[config.mk]
export PLATFORM = sky130hd
export DESIGN_NAME = endx_addr_unit
export DESIGN_NICKNAME = d
export VERILOG_FILES = /design/src/rtl/endx_pkg.sv /design/src/rtl/endx_mask_gen.sv /design/src/rtl/endx_lane_sel.sv /design/src/rtl/endx_addr_unit.sv
export SDC_FILE = /design/constraint.sdc
export NUM_CORES = 1
export LEC_CHECK = 0
export ABC_AREA = 0
export BUFFER_PORTS_ARGS = -buffer_cell sky130_fd_sc_hd__buf_2
export CORE_MARGIN = 5
export CORE_UTILIZATION = 55
export CTS_CLUSTER_DIAMETER = 40
export CTS_CLUSTER_SIZE = 14
export DETAILED_ROUTE_END_ITERATION = 8
export PLACE_DENSITY = 0.91
export REMOVE_ABC_BUFFERS = 1
export SETUP_SLACK_MARGIN = 0.4
export SYNTH_ARGS = -nofsm -noshare
export SYNTH_HDL_FRONTEND = slang
export SYNTH_HIERARCHICAL = 1
export SYNTH_SLANG_ARGS = --single-unit
[constraint.sdc]
create_clock -name clk -period 2.9 [get_ports clk]
set_input_delay 0.435 -clock clk [delete_from_list [all_inputs] [get_ports clk]]
set_output_delay 0.435 -clock clk [all_outputs]
set_load 0.005 [all_outputs]
[src/rtl/endx_pkg.sv]
package endx_pkg;

    // Size codes (the bench and the requirements rely on these values)
    localparam int unsigned SZ_BYTE  = 0;
    localparam int unsigned SZ_HALF  = 1;
    localparam int unsigned SZ_WORD  = 2;
    localparam int unsigned SZ_DWORD = 3;

    // XOR constant for an access of 2**k bytes inside a 2**gl-byte granule
    function automatic int unsigned endx_lane_flip(int unsigned gl, int unsigned k);
        int unsigned full;
        full = (32'd1 << gl) - 32'd1;
        return (full << k) & full;
    endfunction

endpackage

[src/rtl/endx_mask_gen.sv]
module endx_mask_gen #(
    parameter int unsigned GRAN_LOG2 = 3,
    localparam int unsigned NSZ = GRAN_LOG2 + 1
) (
    input  logic                              flip_i,
    output logic [NSZ-1:0][GRAN_LOG2-1:0]     masks_o
);
    import endx_pkg::*;

    for (genvar k = 0; k < NSZ; k++) begin : g_size
        localparam int unsigned FLIP = endx_lane_flip(GRAN_LOG2, k);
        assign masks_o[k] = flip_i ? GRAN_LOG2'(FLIP) : '0;
    end

endmodule

[src/rtl/endx_lane_sel.sv]
module endx_lane_sel #(
    parameter int unsigned GRAN_LOG2  = 3,
    parameter int unsigned FETCH_LOG2 = 2,
    localparam int unsigned NSZ = GRAN_LOG2 + 1,
    localparam int unsigned SZW = $clog2(NSZ) + 1
) (
    input  logic [NSZ-1:0][GRAN_LOG2-1:0] masks_i,
    input  logic [SZW-1:0]                size_i,
    input  logic                          fixed_i,
    output logic [GRAN_LOG2-1:0]          mask_o,
    output logic                          size_err_o
);

    always_comb begin
        mask_o     = '0;
        size_err_o = 1'b0;
        if (fixed_i) begin
            mask_o = masks_i[FETCH_LOG2];
        end else if (32'(size_i) < NSZ) begin
            mask_o = masks_i[size_i[$clog2(NSZ)-1:0]];
        end else begin
            size_err_o = 1'b1;
        end
    end

endmodule

[src/rtl/endx_addr_unit.sv]
module endx_addr_unit #(
    parameter int unsigned AW         = 32,
    parameter int unsigned GRAN_LOG2  = 3,
    parameter int unsigned FETCH_LOG2 = 2,
    localparam int unsigned NSZ = GRAN_LOG2 + 1,
    localparam int unsigned SZW = $clog2(NSZ) + 1
) (
    input  logic          clk,
    input  logic          rst_n,
    input  logic          sync_i,
    input  logic          le_mode_i,
    input  logic          native_le_i,
    input  logic          swap_en_i,
    input  logic          req_valid_i,
    input  logic [2:0]    req_size_i,
    input  logic          req_fixed_i,
    input  logic [AW-1:0] req_addr_i,
    output logic          rsp_valid_o,
    output logic [AW-1:0] rsp_addr_o,
    output logic          rsp_size_err_o,
    output logic          order_err_o
);

    typedef struct packed {
        logic [NSZ-1:0][GRAN_LOG2-1:0] table_;
        logic                          order_err;
        logic                          valid;
        logic [AW-1:0]                 addr;
        logic                          size_err;
    } state_t;

    state_t state_d, state_q;

    logic                          mismatch;
    logic                          flip;
    logic [NSZ-1:0][GRAN_LOG2-1:0] new_masks;
    logic [GRAN_LOG2-1:0]          sel_mask;
    logic                          sel_err;

    assign mismatch = le_mode_i ^ native_le_i;
    assign flip     = mismatch & swap_en_i;

    endx_mask_gen #(.GRAN_LOG2(GRAN_LOG2)) u_gen (
        .flip_i  (flip),
        .masks_o (new_masks)
    );

    endx_lane_sel #(.GRAN_LOG2(GRAN_LOG2), .FETCH_LOG2(FETCH_LOG2)) u_sel (
        .masks_i    (state_q.table_),
        .size_i     (SZW'(req_size_i)),
        .fixed_i    (req_fixed_i),
        .mask_o     (sel_mask),
        .size_err_o (sel_err)
    );

    always_comb begin
        state_d          = state_q;
        state_d.valid    = req_valid_i;
        state_d.size_err = 1'b0;
        if (sync_i) begin
            state_d.table_    = new_masks;
            state_d.order_err = mismatch & ~swap_en_i;
        end
        if (req_valid_i) begin
            state_d.addr     = req_addr_i ^ AW'(sel_mask);
            state_d.size_err = sel_err;
        end
    end

    always_ff @(posedge clk or negedge rst_n) begin
        if (!rst_n) state_q <= '0;
        else        state_q <= state_d;
    end

    assign rsp_valid_o    = state_q.valid;
    assign rsp_addr_o     = state_q.addr;
    assign rsp_size_err_o = state_q.size_err;
    assign order_err_o    = state_q.order_err;

    AST_VALID_FOLLOWS: assert property (@(posedge clk) disable iff (!rst_n)
        req_valid_i |=> rsp_valid_o);
    AST_IDLE_QUIET: assert property (@(posedge clk) disable iff (!rst_n)
        !req_valid_i |=> !rsp_valid_o && !rsp_size_err_o);
    AST_UPPER_KEEP: assert property (@(posedge clk) disable iff (!rst_n)
        req_valid_i |=> rsp_addr_o[AW-1:GRAN_LOG2] == $past(req_addr_i[AW-1:GRAN_LOG2]));
    AST_BAD_SIZE_PASS: assert property (@(posedge clk) disable iff (!rst_n)
        req_valid_i && !req_fixed_i && req_size_i >= 3'(NSZ)
        |=> rsp_size_err_o && rsp_addr_o == $past(req_addr_i));
    AST_FIXED_NO_ERR: assert property (@(posedge clk) disable iff (!rst_n)
        req_valid_i && req_fixed_i |=> !rsp_size_err_o);
    AST_HOLD_NO_SYNC: assert property (@(posedge clk) disable iff (!rst_n)
        !sync_i |=> $stable(state_q.table_));
    AST_MATCH_ZERO: assert property (@(posedge clk) disable iff (!rst_n)
        sync_i && (le_mode_i == native_le_i) |=> state_q.table_ == '0);
    AST_REFUSE_ZERO: assert property (@(posedge clk) disable iff (!rst_n)
        order_err_o |-> state_q.table_ == '0);

endmodule

* After elaboration in Yosys (flattened, before gate mapping)
Cells that the tools add are included.
** Operators by class
- Multiplexer cells :: 10
- Bitwise logic cells :: 5
- $lt $le $gt $ge :: 2
** Operators with widths (count)
- XOR 32 x 3 -> 32 bit :: 1
- two-way mux 3 bit :: 6
- binary-select mux 3 bit (select 2 bit) :: 1
- < comparator 2 x 3 -> 1 bit, second input constant :: 1
- < comparator 3 bit, second input constant :: 1
- two-way mux 1 bit :: 3
- AND 1 bit :: 2
- NOT 1 bit :: 1
- XOR 1 bit :: 1
** Word-level totals
- Output and inout port bits :: 35
- Bits of input ports :: 43
- Register bits :: 44
- Word-level logic and storage cells :: 24

* Depth between registers and ports, before layout
Gate-level depths: netlist of run 1.
- Word-level depth :: 5
- Gate-level depth with buffers :: 6
- Gate-level depth less buffers :: 5

* Cells and area by module
Netlist of run 1, hierarchy kept.
** Modules (own cells, without submodules)
- endx_addr_unit :: cells each 140, seq. area each 1176.1 µm², instances 1, area an instance 2130.8 µm²
- endx_lane_sel :: cells each 15, seq. area each 0.0 µm², instances 1, area an instance 117.6 µm²
- endx_mask_gen :: cells each 13, seq. area each 0.0 µm², instances 1, area an instance 93.8 µm²

* Least setup slack after synthesis of run 1
OpenSTA, ideal clock, no wires.
- Path type :: input-to-reg
- Start point :: input port req_size_i[1]
- End point :: register state_q, in the netlist rsp_addr_o[0]
- Cell stages on the path :: 6
- Setup time :: 0.123 ns
- Path buffers :: 1
- Required time :: 2.777 ns
- Arrival time :: 1.284 ns
- Setup slack :: 1.494 ns
- Path through :: buf_2 mux2i_1 nor2_1 a221o_1 xnor2_1 a21oi_1
** Between the ends
- Longest elaborated chain between the ends :: 5
- Elaborated cells on any way between the ends :: 6
- Those cells by class :: order compare (1); mux (4); bitwise (1)
** Ends and longest elaborated chain
- start, declared :: RTL line endx_addr_unit.sv:15 : input logic [2:0] req_size_i,
- binary-select mux 3 bit (select 2 bit) :: RTL line endx_lane_sel.sv:20 : mask_o = masks_i[size_i[$clog2(NSZ)-1:0]];
- two-way mux 3 bit (not written as such) :: RTL line endx_lane_sel.sv:20
- two-way mux 3 bit (*) :: RTL line endx_lane_sel.sv:19 : end else if (32'(size_i) < NSZ) begin
- two-way mux 3 bit (*) :: RTL line endx_lane_sel.sv:17 : if (fixed_i) begin
- via sel_mask[0] :: RTL line endx_addr_unit.sv:37 : logic [GRAN_LOG2-1:0] sel_mask;
- XOR 32 x 3 -> 32 bit (*) :: RTL line endx_addr_unit.sv:65 : state_d.addr = req_addr_i ^ AW'(sel_mask);
- end signal, assigned :: RTL line endx_addr_unit.sv:72 : else state_q <= state_d;
- end, declared :: RTL line endx_addr_unit.sv:32 : state_t state_d, state_q;
The timed path passes the listed nets; every way through them passes the cells marked *. The select of a mux whose other input is x is not followed.
A chain may end at the register's enable or synchronous reset.

* Final worst setup path of run 1
- Start point :: input port req_valid_i
- End point :: register state_q, in the netlist rsp_addr_o[26]
** RTL lines
- start, declared :: RTL line endx_addr_unit.sv:14 : input logic req_valid_i,
No word-level cell between the ends.

==> flow_summary.yaml, run 1 <==
routing:
  wl_per_cell_um: 15.14
  vias: 1215
  drt-total-wl_mm: 3.921
  antenna_left: 0
  drt-vias-per-instance: 4.691
  drt_iter0_drc: 54
  dr.pass1.iters: 4
  drc: 0
sta:
  hold_viol: 0
  setup_violations: 0
  setup-tns-final_ns: 0
  finalCritPeriodShare_pct: 47.45
  grt_setup_unrepaired: "false"
  finClkSkew_ns: 0.001737
  worst_slew_pin_slew_ns: 1.018
  relSlewSlack_pct: 32.14
  fmax_mhz: 726.7
  fin_crit_ns: 1.376
  slew_violations: 0
worst_setup_path:
  worstPathRequired_ns: 3.07
  crit_path_start_kind: "primary input"
  worstPathMaxFanout: 33
  cp_top_family: "buffers and inverters"
  crit_type: "in -> reg"
  cpPeakStageDelay_ns: 0.69
  arrival_ns: 1.55
  cpMaxStageDelayCell: "buf_2"
  crit_chain: "buf_2 -> mux2_2"
  critical_path_buf_inv_count: 1
  cp-end-kind: "register"
clock_network:
  cts_tree: "yes"
  clock_sinks: 47
  postCtsSetupRepairBufs: 0
  cts_root_buffer: "clkbuf_8"
  clock_path_buffers: 2
  htree_num_levels: 2
  numCtsBuffers: 5
  ctsHoldBuffers: 0
  insertion_delay_ns: 0.28
  clk_pin_slew_ns: 0.08
  cts_resized: 0
global_routing:
  grt_max_degree: 48
  grt_usage_pct: 13.98
  use_met2_pct: 22.82
  grt_use_met1_pct: 18.17
  grt_pass1_wl_mm: 5.913
  grt_pass1_vias: 1269
  gr-max-usage-layer: "met2"
  grt_overflow_total: 0
  antenna_found_initial: 0
  grt_util_met3_pct: 4.139
power:
  internal-power_uw: 1144
  pwr-share-seq_pct: 51.0
  power_switching_uw: 336.0
  vdd_drop_max_uv: 311.4
  clockPowerShare_pct: 32.9
  sw_frac_of_total_pct: 22.70
  p_total_uw: 1480
  p_comb_share_pct: 16.1
  cellLeakagePower_uw: 0.001296
  power_density_mw_per_mm2: 586.3
synthesis:
  synth-main-ff-cell: "dfrtp_1"
  synth-seq-cells: 47
  synth_top_area_cell: "dfrtp_1"
  post-synth-top-count-cell: "dfrtp_1"
  yosysTopAreaCellShare_pct: 50.21
  syn-cell-area_mm2: 0.002342
  synthDistinctLibCells: 21
  avgSynthCellArea_um2: 13.94
  async_reset_ff_share_pct: 100.0
  yosysWarningCount: 6
  seq_area_frac_synth_pct: 50.21
  synthTopCellsByArea: "dfrtp_1 (50%), mux2_4 (15%), buf_4 (14%), mux2_2 (8.7%), buf_12 (1.7%)"
  synth_edf_count: 0
  synth_cells: 168
  synth_common_cells: "dfrtp_1 (47), buf_4 (44), mux2_4 (23)"
die:
  start_util_pct: 57.72
  boundaryPins: 78
  fp.dieH_um: 75.26
  row_count: 23
  core_mm2: 0.004058
  die_area_mm2: 0.005664
  die_w_um: 75.26
layout:
  drive_above_1_share_pct: 62.20
  syn2layout_area_growth_pct: 7.799
  final_net_count: 251
  diodes: 0
  fillCellCount: 311
place:
  hpwl_mm: 2.833
  port_buffers: 77
  gp_congestion: 0.7525
run_status:
  status: "finished, final reports clean"
run:
  drv_cap: 0
min_path:
  min_path_type: "in -> async"
[power by group through the flow]
stage	Clock [uW]	Combinational, uW	Sequential [uW]
after floorplan	0	110	771
after global placement	0	234	766
after detailed placement	0	242	770
after CTS	499	243	757
after global routing	536	260	765
final	486	238	756
[cells by family (layout without fill, tap and decap cells)]
logic type / count (synthesis) / count (layout) / share of synthesized area, %
other: 1 / 6 / 0.1601
XOR/XNOR: 4 / 4 / 1.496
buffers and inverters: 51 / 87 / 17.63
flip-flops: 47 / 47 / 50.21
AO/OA/AOI/OAI: 8 / 8 / 2.618
AND/OR/NAND/NOR: 13 / 13 / 3.205
multiplexers: 44 / 44 / 24.68
[sequential cells by signal, summed over array words and instances, names as in the netlist]
register,flops
rsp_addr_o,32
state_q,12
rsp_size_err_o,1
order_err_o,1
rsp_valid_o,1
[placed cells by master, fill, tap and decap left out, types with 6 or more instances in the layout]
cell type  instances
nor2_1             7
dfrtp_1           47
mux2_2            18
mux2_4            23
buf_2             77
conb_1             6
clkbuf_8           6
[through the flow]
step                      hold WS [ns]  utilization [%]  setup WS, ns  cells  cell area (um^2)
after floorplan                 0.1394                -         1.562    123              1952
after global placement          0.4870            59.33         1.232    251              2407
after detailed placement        0.4903            59.33         1.208    251              2407
after CTS                       0.3518            62.23         1.527    259              2525
after global routing            0.3558            62.23         1.485    259              2525
final                           0.3185            62.23         1.524    259              2525
[layout make-up]
cell class / count / area [um^2] / area share (%)
multi-input cells: 75 / 772.0 / 30.57
clock inverters: 2 / 35.03 / 1.388
flip-flops and latches: 47 / 1176 / 46.58
well taps: 50 / 62.56 / 2.478
inverters: 1 / 3.754 / 0.1487
repair buffers: 78 / 392.9 / 15.56
clock buffers: 6 / 82.58 / 3.271
[path summary, 6_finish.rpt]
path                                            from                          to  slack (ns)  depth (start not counted)
max                                      req_valid_i  rsp_addr_o[26]$_DFFE_PN0P_        1.52                          2
min                                            rst_n     state_q[46]$_DFFE_PN0P_        0.32                          1
max reg2reg                  state_q[44]$_DFFE_PN0P_   rsp_addr_o[0]$_DFFE_PN0P_        1.70                          5
min reg2reg                rsp_addr_o[5]$_DFFE_PN0P_   rsp_addr_o[5]$_DFFE_PN0P_        0.51                          1
max in group asynchronous                      rst_n     state_q[35]$_DFFE_PN0P_        1.95                          1
min in group clk                      req_addr_i[12]  rsp_addr_o[12]$_DFFE_PN0P_        0.38                          2
[metal layers]
metal	up-vias	share of wire, %
li1	592	-
met1	571	45
met2	48	47
met3	4	7.0
met4	0	0.94
met5	-	0
Power figures use the tool's default switching activity.
==> inputs of run 2 (changes only) <==
- CORE_UTILIZATION: 55 -> 51
- PLACE_DENSITY: 0.91 -> 0.86
- clock period: 2.9 -> 1.4 ns (I/O delays scaled with it)
==> run 2 against run 1 <==
Setup slack got worse by 1.4 ns. Hold slack got worse by 0.17 ns. Combinational power increased to 2.6 times the previous value. First-iteration DRC count down 67%. Via count up 14%. Final cell count rose by 9.7%. Sequential power is 110% higher. Die area up 6.8%. Critical endpoint is now rsp_addr_o[1]$_DFFE_PN0P_.
==> flow_summary.yaml, run 2 (same netlist as run 1, synthesis figures left out) <==
run_status:
  status: "finished, final reports clean"
layout:
  fillCellCount: 332
  drive_above_1_share_pct: 65.09
  final_net_count: 274
  post-route-util_pct: 62.13
  largest_reg_flops: 32
  diodes: 0
  finalNonFillerCells: 284
  syn2layout_area_growth_pct: 17.09
  final_common_cell: "buf_2"
  final_cell_mix: "buf_2 (77), dfrtp_1 (47), mux2_4 (23)"
worst_setup_path:
  cpPeakStageDelay_ns: 0.39
  cp-end-kind: "register"
  arrival_ns: 1.40
  crit_type: "reg -> reg"
  cp-startpoint: "state_q[45]$_DFFE_PN0P_"
  path_depth: 5
  crit_end: "rsp_addr_o[1]$_DFFE_PN0P_"
  cpMaxStageDelayCell: "dfrtp_1"
  reg2regPathDepth: 5
  r2r_slack_ns: 0.16
  r2r-end: "rsp_addr_o[1]$_DFFE_PN0P_"
  crit_chain: "mux2i_1 -> nor2_1 -> a221o_1 -> xnor2_1 -> a21oi_1"
  worstPathRequired_ns: 1.57
  crit_path_start_kind: "register"
  cp_top_family: "flip-flops"
  worstPathMaxFanout: 2
  reg2reg_from: "state_q[45]$_DFFE_PN0P_"
  critical_path_buf_inv_count: 0
sta:
  slew_violations: 0
  fin_crit_ns: 1.235
  finalCritPeriodShare_pct: 88.23
  setup_ws_ns: 0.1647
  setup_violations: 0
  finClkSkew_ns: 0.0006794
  fmax_mhz: 809.5
  holdWs_ns: 0.1460
  hold_viol: 0
  grt_setup_unrepaired: "true"
  setup-tns-final_ns: 0
routing:
  drc: 0
  drt-total-wl_mm: 4.393
  wl_per_cell_um: 15.47
  antenna_left: 0
  drt-vias-per-instance: 4.866
  drt_iter0_drc: 18
  dr.pass1.iters: 4
  vias: 1382
global_routing:
  grt_pass1_vias: 1375
  grt_pass1_wl_mm: 6.796
  grt_max_degree: 48
  antenna_found_initial: 0
  grt_usage_pct: 13.93
  grt_overflow_total: 0
power:
  p_comb_share_pct: 18.4
  internal-power_uw: 2588
  vdd_drop_max_uv: 834.2
  clockPowerShare_pct: 34.2
  pwr-share-seq_pct: 47.4
  cellLeakagePower_uw: 0.001420
  power_switching_uw: 717.2
  sw_frac_of_total_pct: 21.70
  power_density_mw_per_mm2: 1205
clock_network:
  clock_path_buffers: 2
  cts_root_buffer: "clkbuf_8"
  numCtsBuffers: 5
  htree_num_levels: 2
  clock_sinks: 47
  clk_pin_slew_ns: 0.08
  cts_tree: "yes"
  cts_resized: 0
  insertion_delay_ns: 0.29
place:
  port_buffers: 77
  dp_cells: 254
  gp_congestion: 0.7581
  hpwl_mm: 2.886
  dp_worst_setup_slack_ns: 0.05533
min_path:
  min_path_cells: 2
  min_path_type: "in -> reg"
die:
  row_count: 24
  die_w_um: 77.77
  fp.dieH_um: 77.77
  die_area_mm2: 0.006048
  boundaryPins: 78
  start_util_pct: 53.06
  core_mm2: 0.004414
run:
  drv_cap: 0
-- run 2: how the worst min path moves through the flow --
stage	slack [ns]	startpoint	endpoint
3_5_place_dp	0.21	rst_n	rsp_addr_o[13]$_DFFE_PN0P_
6_report	0.15	req_addr_i[11]	rsp_addr_o[11]$_DFFE_PN0P_
2_1_floorplan	-0.09	rst_n	order_err_o$_DFFE_PN0P_
3_3_place_gp	0.21	rst_n	rsp_addr_o[28]$_DFFE_PN0P_
4_1_cts	0.13	req_addr_i[11]	rsp_addr_o[11]$_DFFE_PN0P_
5_1_grt	0.13	req_addr_i[22]	rsp_addr_o[22]$_DFFE_PN0P_
-- run 2: timing repair --
action,CTS,global route
buffers inserted,10,11
endpoints found under the hold margin,47,0
setup endpoints to repair,36,38
hold buffers,1,0
pin swaps,6,4
-- run 2: power groups by stage --
| stage | registers, uW | logic [uW] | clock network [uW] |
|---|---|---|---|
| 6_report | 1570 | 607 | 1130 |
| 5_1_grt | 1590 | 659 | 1230 |
| 4_1_cts | 1560 | 567 | 1170 |
| 3_5_place_dp | 1590 | 516 | 0 |
| 3_3_place_gp | 1590 | 500 | 0 |
| 2_1_floorplan | 1600 | 227 | 0 |
-- run 2: routing by layer --
layer / global-route usage, % / part of all wire, % / vias up
met1: 17.57 / 42 / 676
met5: 0 / 0 / -
met2: 22.37 / 48 / 62
met3: 5.440 / 9.1 / 6
met4: 3.608 / 0.87 / 0
li1: - / - / 638
-- run 2: worst reg2reg max path: stages, from the launching register on --
cell	delay, ns
dfrtp_1	0.39
mux2i_1	0.15
nor2_1	0.06
a221o_1	0.29
xnor2_1	0.15
a21oi_1	0.09
-- run 2: final cells by class --
cell class / count / area [um^2] / area share, %
flip-flops and latches: 47 / 1176 / 42.88
well taps: 52 / 65.06 / 2.372
clock inverters: 2 / 60.06 / 2.190
inverters: 1 / 3.754 / 0.1369
multi-input cells: 75 / 772.0 / 28.15
clock buffers: 6 / 72.57 / 2.646
repair buffers: 101 / 593.1 / 21.62
-- run 2: per-stage QoR --
step           total power (uW)  area (um^2)
2_1_floorplan              1824         1952
3_3_place_gp               2087         2442
3_5_place_dp               2109         2442
4_1_cts                    3299         2660
5_1_grt                    3478         2743
6_report                   3305         2743
